$ cat src/rtl/wdog_pkg.sv
package wdog_pkg;

    typedef enum logic [1:0] {
        MIN_NONE    = 2'd0,
        MIN_EIGHTH  = 2'd1,
        MIN_QUARTER = 2'd2,
        MIN_HALF    = 2'd3
    } min_sel_e;

    typedef struct packed {
        logic       run;
        logic [1:0] tsel;
        min_sel_e   msel;
    } wd_cfg_t;

    typedef struct packed {
        logic overflow;
        logic early;
        logic good;
    } wd_evt_t;

    function automatic int unsigned period_log2(int unsigned base, int unsigned step,
                                                logic [1:0] tsel);
        return base + step * 32'(tsel);
    endfunction

    function automatic int unsigned last_count(int unsigned base, int unsigned step,
                                               logic [1:0] tsel);
        return (32'd1 << period_log2(base, step, tsel)) - 32'd1;
    endfunction

    function automatic int unsigned min_count(int unsigned base, int unsigned step,
                                              logic [1:0] tsel, min_sel_e msel);
        if (msel == MIN_NONE) return 32'd0;
        return 32'd1 << (period_log2(base, step, tsel) - 32'd4 + 32'(msel));
    endfunction

endpackage

$ cat src/rtl/wdog_cfg.sv
module wdog_cfg
    import wdog_pkg::*;
(
    input  logic       clk,
    input  logic       rst,
    input  logic       we,
    input  logic       run_in,
    input  logic [1:0] tsel_in,
    input  logic [1:0] msel_in,
    output wd_cfg_t    cfg
);

    always_ff @(posedge clk) begin
        if (rst) begin
            cfg.run  <= 1'b0;
            cfg.tsel <= 2'd0;
            cfg.msel <= MIN_NONE;
        end else if (we && !cfg.run) begin
            cfg.run  <= run_in;
            cfg.tsel <= tsel_in;
            cfg.msel <= min_sel_e'(msel_in);
        end
    end

    assert_run_sticky_R4: assert property (@(posedge clk) disable iff (rst)
        cfg.run |=> cfg.run);

    assert_sel_frozen_R5: assert property (@(posedge clk) disable iff (rst)
        cfg.run |=> ($stable(cfg.tsel) && $stable(cfg.msel)));

endmodule

$ cat src/rtl/wdog_counter.sv
module wdog_counter
    import wdog_pkg::*;
#(
    parameter int unsigned BASE_LOG2 = 10,
    parameter int unsigned STEP_LOG2 = 2,
    parameter int unsigned CW        = BASE_LOG2 + 3 * STEP_LOG2
) (
    input  logic    clk,
    input  logic    rst,
    input  wd_cfg_t cfg,
    input  logic    clr,
    output wd_evt_t evt
);

    logic [CW-1:0] cnt;
    logic [CW-1:0] limit;
    logic [CW-1:0] floor_v;

    always_comb begin
        limit   = CW'(last_count(BASE_LOG2, STEP_LOG2, cfg.tsel));
        floor_v = CW'(min_count(BASE_LOG2, STEP_LOG2, cfg.tsel, cfg.msel));
    end

    // a clear on the last count is valid and so beats the overflow
    always_comb begin
        evt = '0;
        if (cfg.run) begin
            if (clr) begin
                if (cnt < floor_v) evt.early = 1'b1;
                else               evt.good  = 1'b1;
            end else if (cnt == limit) begin
                evt.overflow = 1'b1;
            end
        end
    end

    always_ff @(posedge clk) begin
        if (rst) begin
            cnt <= '0;
        end else if (cfg.run) begin
            if (evt != '0) cnt <= '0;
            else           cnt <= cnt + 1'b1;
        end
    end

    assert_idle_count_R1: assert property (@(posedge clk) disable iff (rst)
        !cfg.run |-> (cnt == '0));

    assert_count_bound_R3: assert property (@(posedge clk) disable iff (rst)
        cfg.run |-> (cnt <= limit));

    assert_fault_restart_R8: assert property (@(posedge clk) disable iff (rst)
        (evt.overflow || evt.early) |=> (cnt == '0));

endmodule

$ cat src/rtl/wdog_escalate.sv
module wdog_escalate
    import wdog_pkg::*;
(
    input  logic    clk,
    input  logic    rst,
    input  wd_evt_t evt,
    output logic    nmi_o,
    output logic    rst_req_o
);

    logic fault;
    logic strike;

    always_comb fault = evt.overflow | evt.early;

    always_ff @(posedge clk) begin
        if (rst) begin
            nmi_o     <= 1'b0;
            rst_req_o <= 1'b0;
            strike    <= 1'b0;
        end else begin
            nmi_o <= fault && !strike;
            if (fault) begin
                if (strike) rst_req_o <= 1'b1;
                strike <= 1'b1;
            end else if (evt.good) begin
                strike <= 1'b0;
            end
        end
    end

    assert_nmi_after_fault_R9: assert property (@(posedge clk) disable iff (rst)
        (fault && !strike) |=> nmi_o);

    assert_nmi_pulse_R9: assert property (@(posedge clk) disable iff (rst)
        nmi_o |=> !nmi_o);

    assert_req_sticky_R10: assert property (@(posedge clk) disable iff (rst)
        rst_req_o |=> rst_req_o);

    assert_no_nmi_on_escalate_R10: assert property (@(posedge clk) disable iff (rst)
        $rose(rst_req_o) |-> !nmi_o);

    assert_history_wipe_R11: assert property (@(posedge clk) disable iff (rst)
        (evt.good && !fault) |=> !strike);

endmodule

$ cat src/rtl/wdog_window.sv
module wdog_window
    import wdog_pkg::*;
#(
    parameter int unsigned BASE_LOG2 = 10,
    parameter int unsigned STEP_LOG2 = 2
) (
    input  logic       clk,
    input  logic       rst,
    input  logic       cfg_we_i,
    input  logic       cfg_run_i,
    input  logic [1:0] cfg_tsel_i,
    input  logic [1:0] cfg_msel_i,
    input  logic       clr_i,
    output logic       nmi_o,
    output logic       rst_req_o
);

    localparam int unsigned CW = BASE_LOG2 + 3 * STEP_LOG2;

    wd_cfg_t cfg;
    wd_evt_t evt;

    wdog_cfg u_cfg (
        .clk     (clk),
        .rst     (rst),
        .we      (cfg_we_i),
        .run_in  (cfg_run_i),
        .tsel_in (cfg_tsel_i),
        .msel_in (cfg_msel_i),
        .cfg     (cfg)
    );

    wdog_counter #(
        .BASE_LOG2 (BASE_LOG2),
        .STEP_LOG2 (STEP_LOG2),
        .CW        (CW)
    ) u_counter (
        .clk (clk),
        .rst (rst),
        .cfg (cfg),
        .clr (clr_i),
        .evt (evt)
    );

    wdog_escalate u_escalate (
        .clk       (clk),
        .rst       (rst),
        .evt       (evt),
        .nmi_o     (nmi_o),
        .rst_req_o (rst_req_o)
    );

endmodule

$ cat config.mk
export PLATFORM = sky130hd
export DESIGN_NAME = wdog_window
export DESIGN_NICKNAME = d
export VERILOG_FILES = /design/src/rtl/wdog_pkg.sv /design/src/rtl/wdog_cfg.sv /design/src/rtl/wdog_counter.sv /design/src/rtl/wdog_escalate.sv /design/src/rtl/wdog_window.sv
export SDC_FILE = /design/constraint.sdc
export NUM_CORES = 1
export LEC_CHECK = 0
export ABC_CLOCK_PERIOD_IN_PS = 8000
export BUFFER_PORTS_ARGS = -buffer_cell sky130_fd_sc_hd__buf_2
export CAP_MARGIN = 25
export CELL_PAD_IN_SITES_DETAIL_PLACEMENT = 1
export CELL_PAD_IN_SITES_GLOBAL_PLACEMENT = 1
export CORE_ASPECT_RATIO = 0.5
export CORE_MARGIN = 1
export CORE_UTILIZATION = 51
export CTS_BUF_LIST = sky130_fd_sc_hd__clkbuf_8
export DETAILED_ROUTE_END_ITERATION = 10
export GPL_ROUTABILITY_DRIVEN = 0
export PLACE_DENSITY_LB_ADDON = 0.1
export RECOVER_POWER = 100
export SKIP_CTS_REPAIR_TIMING = 1
export SYNTH_ARGS = -nofsm -noshare
export SYNTH_HDL_FRONTEND = slang
export SYNTH_HIERARCHICAL = 1
export SYNTH_SLANG_ARGS = --single-unit
$ cat constraint.sdc
create_clock -name clk -period 8 [get_ports clk]
set_clock_uncertainty 0.05 [all_clocks]
set_input_delay 1.6 -clock clk [delete_from_list [all_inputs] [get_ports clk]]
set_output_delay 1.6 -clock clk [all_outputs]
set_load 0.01 [all_outputs]
# ---- Yosys cells after proc, flatten, opt, wreduce, memory -nomap -nowiden
# Cells that the tools add are included.
dict set report classes {
  n_eq_ne 1
  bitwise_logic 1
  reduce_logical 8
  n_mux 11
  n_shift 2
  order_cmp 1
  addsub 5
}
# cell n
set ops {}
lappend ops {{<< shifter 1 x 32 -> 16 bit (first input constant)} 2}
lappend ops {{adder 32 x 2 -> 32 bit} 1}
lappend ops {{two-way mux 16 bit} 2}
lappend ops {{subtractor 32 x 3 -> 32 bit (second input constant)} 1}
lappend ops {{adder 16 x 1 -> 16 bit (second input constant)} 1}
lappend ops {{equality test 16 bit} 1}
lappend ops {{less-than comparator 16 bit} 1}
lappend ops {{subtractor 16 x 1 -> 16 bit (second input constant)} 1}
lappend ops {{two-way mux 1 bit} 7}
lappend ops {{adder 4 x 3 -> 5 bit (first input constant)} 1}
lappend ops {{two-way mux 3 bit} 1}
lappend ops {{nonzero test 3 bit} 1}
lappend ops {{logical AND 1 bit} 2}
lappend ops {{zero test 1 bit} 2}
lappend ops {{zero test 2 bit} 1}
lappend ops {{two-way mux 2 bit} 1}
lappend ops {{AND reduction 2 bit} 1}
lappend ops {{nonzero test 2 bit} 1}
lappend ops {{OR 1 bit} 1}
dict set report word_totals {
  out_inout_bits 2
  reg_bits 24
}

# ---- Longest topological paths before layout
dict set report depth {
  word_depth 11
  ltp_mapped 16
  depth_no_buf 16
}

# ---- Modules after synthesis
# The synthesis kept the hierarchy.
# module cells_per_inst area_per_inst_um2 seq_area_each_um2 instances
set by_module_without_submodules {}
lappend by_module_without_submodules {wdog_counter 186 1470.2 320.3 1}
lappend by_module_without_submodules {wdog_cfg 20 212.7 100.1 1}
lappend by_module_without_submodules {wdog_escalate 10 93.8 60.1 1}

# ---- Worst setup path before layout
# No wires, ideal clock.
dict set report synth_path {
  path_kind {register to register}
  start {reg, netlist name u_cfg/cfg[2]}
  end {reg u_escalate.strike}
  t_required_ns 7.880
  stages_incl_launch_ff 17
  period_less_slack_ns 3.256
  setup_ns 0.070
  t_arrival_ns 3.136
  path_buffers 0
  path_slack_ns 4.744
  path_cell_list {dfxtp_1 inv_1 ha_1 inv_1 ha_1 nand2b_1 o21ai_0 nor2b_1 nand3_1 ha_1 a211o_1 nor4_1 nand4b_1 a2111oi_0 nor3_1 nand2b_1 a21oi_1}
}
# element line
set synth_rtl {}
lappend synth_rtl {{end signal: assignment} wdog_escalate.sv:20} ;# strike <= 1'b0;
lappend synth_rtl {{end signal: assignment} wdog_escalate.sv:25} ;# strike <= 1'b1;
lappend synth_rtl {{end signal: assignment} wdog_escalate.sv:27} ;# strike <= 1'b0;
lappend synth_rtl {{end: declaration} wdog_escalate.sv:12} ;# logic strike;

==> metrics.txt <==
status finished, final reports clean; Setup WS pre-CTS 4310 ps; arrival time at the worst endpoint 3890 ps; synth-to-layout area growth 5.56%; critical path launch point type register; setup violators final 0; Hold Path End u_escalate/rst_req_o; fraction of layout instances using a drive strength above 1 5.78%; setup TNS 0 ps; post-synthesis async set-or-reset flop share 0%; first-pass GRT wire length 7260 um; vias in the first global route 1528; PD cells 133 nW/um2; Post-Route WL 4460 um; via total after detailed routing 1596; sequential area share after synthesis 27.0%; Final Max Slew Viols 0; CTS Buf Count 3; clk root buf clkbuf_8; unrepaired setup endpoints after global routing no; Yosys cell types 40; fillers 413; nets@finish 258; CP endpoint kind register; max_cap viols 0; R2R depth 16; Core ar. 3150 um2; later-pin clock latency in the skew report 270 ps; CTS Sinks 24; GRT Resource Usage Total 25.4%; peak supply drop 0.0674 mV; Worst slew margin 55.2%; # rows 14; Design Power 0.249 mW; H-tree depth 1; DRC violations left 0; Hold Path Class reg2reg; # IOs 11; Yosys reg bits 24; syn_area_per_cell 8.23 um2; WL per Instance 16.8 um; starting density of the core 56.3%; final antenna-violating net count 0; Mapped Area 1780 um2; worst r2r dst u_escalate/strike; Final Hold Fails 0; n_diodes 0; Die H 43.7 um; worst-margin pin slew 671 ps; CP max FO 6; worst setup margin 4270 ps; Critical Path RT 8160 ps; drt pass-1 iters 4; initial antenna violation count 0; Post-synth EDFFs 0; Final period util 46.6%; hold path start u_escalate/rst_req_o; die area 3740 um2; Pleak 0.757 nW; syn_nets 248; ys flop type dfxtp_1; Iter 0 DRT Violations 81; Worst-path clk slew 80 ps; largest net degree at the start of global routing 24; critical path type reg2reg; fmax 268 MHz; Via-to-Cell Ratio 6.02; Final HPWL DP 3500 um; CTS tree built; die width 85.5 um; WHS Path Cells 2; Synth Instances 216; # port buffers 10; grt ovf 0; Reg-to-Reg Start u_cfg/cfg[3]; yosys warns 6; clock buffer depth 2; final worst path period need 3730 ps; R2R setup slack 4270 ps
## cell families (layout without fill, tap and decap cells)
group                      count (synthesis)  in the layout  synth area share (%)
adders and majority gates                 23             23                  16.2
buffers and inverters                     10             19                  3.03
xor gates and xnor gates                  17             17                  8.38
and+or+nand+nor                          112            112                  34.5
AOI/OAI and AO/OA                         30             30                  10.8
DFF                                       24             24                  27.0
## where the power goes
group	internal [mW]	switching [mW]	leakage, nW
Combinational	0.0163	0.0234	0.534
Clock	0.0440	0.0386	0.0288
Sequential	0.122	0.00502	0.194
Total	0.182	0.0671	0.757
## registers in the layout, indices dropped and copies added, names as in the netlist
register / cells
u_escalate/rst_req_o: 1
u_escalate/nmi_o: 1
u_counter/cnt: 16
u_escalate/strike: 1
u_cfg/cfg: 5
## per-layer routing
metal	track usage, %	share of wire, %
met1	34.3	51
met2	43.2	45
met3	5.33	3.9
met4	4.33	0.31
met5	0	0
## cell usage after synthesis, drive strengths merged, types with 4 or more instances
cell type | number | area (um2)
inv | 5 | 18.8
nand3 | 14 | 70.1
nand4bb | 4 | 45.0
nor2 | 20 | 75.1
nor2b | 4 | 32.5
ha | 23 | 288
nand2 | 25 | 93.8
xor2 | 12 | 105
nand4 | 5 | 31.3
nand2b | 11 | 68.8
a21oi | 9 | 45.0
o21ai | 8 | 40.0
and3 | 5 | 31.3
dfxtp | 24 | 480
and4 | 5 | 47.6
xnor2 | 5 | 43.8
nor3 | 9 | 45.0
## per-stage QoR
| step | util [%] | hold WS (ps) | cells | area (um2) |
|---|---|---|---|---|
| 6_report | 59.5 | 406 | 265 | 1880 |
| 5_1_grt | 59.5 | 419 | 265 | 1880 |
| 4_1_cts | 60.2 | 405 | 265 | 1900 |
| 3_5_place_dp | 58.4 | 393 | 261 | 1840 |
| 3_3_place_gp | 58.4 | 382 | 261 | 1840 |
| 2_1_floorplan | - | 368 | 216 | 1780 |
## cell type report
cell class / instances / area (um2) / area share, %
Sequential cell: 24 / 480 / 25.6
Timing Repair Buffer: 10 / 45.0 / 2.40
Clock buffer: 4 / 55.1 / 2.94
Inverter: 5 / 18.8 / 1.00
Multi-Input combinational cell: 182 / 1230 / 65.4
Tap cell: 40 / 50.0 / 2.67
## worst max-delay path, cell delays in order, from the launching register on
cell,delay (ps)
dfxtp_1,440
inv_1,100
ha_1,340
inv_1,90
ha_1,160
nand2b_1,80
o21ai_0,250
nor2b_1,250
nand3_1,110
ha_1,310
a211o_1,310
nor4_1,200
nand4b_1,170
a2111oi_0,450
nor3_1,90
nand2b_1,150
a21oi_1,120
## worst max path at each step
stage	start	to	slack (ps)	cells after the start
final	u_cfg/cfg[3]	u_escalate/strike	4270	16
after global routing	u_cfg/cfg[3]	u_escalate/strike	3940	16
after CTS	u_cfg/cfg[3]	u_escalate/strike	4280	16
after detailed placement	u_cfg/cfg[3]	u_escalate/strike	4310	16
after global placement	u_cfg/cfg[3]	u_escalate/strike	4540	16
after floorplan	u_cfg/cfg[2]	u_escalate/strike	4740	16
## cells in the final DEF (no fill, tap or decap), types with 2 or more instances in the layout
master	synthesis	routed
a21oi_1	9	9
nand4bb_1	4	4
nor2_1	20	20
a31oi_1	2	2
o21a_1	2	2
a211o_1	1	2
xor2_1	12	12
nor2b_1	3	4
and3_1	5	5
and4_1	3	3
nand3_1	14	14
nand4b_1	2	2
nand2b_1	11	11
or3_1	3	3
nand2_1	25	25
nand4_1	5	5
inv_1	5	5
buf_2	1	6
a21o_1	2	2
o21ai_0	3	7
xnor2_1	5	5
dfxtp_1	24	24
clkbuf_8	0	4
clkbuf_1	2	4
nand3b_1	2	2
ha_1	23	23
nor3_1	9	9
Note: power is estimated with default switching activity, not from simulation.
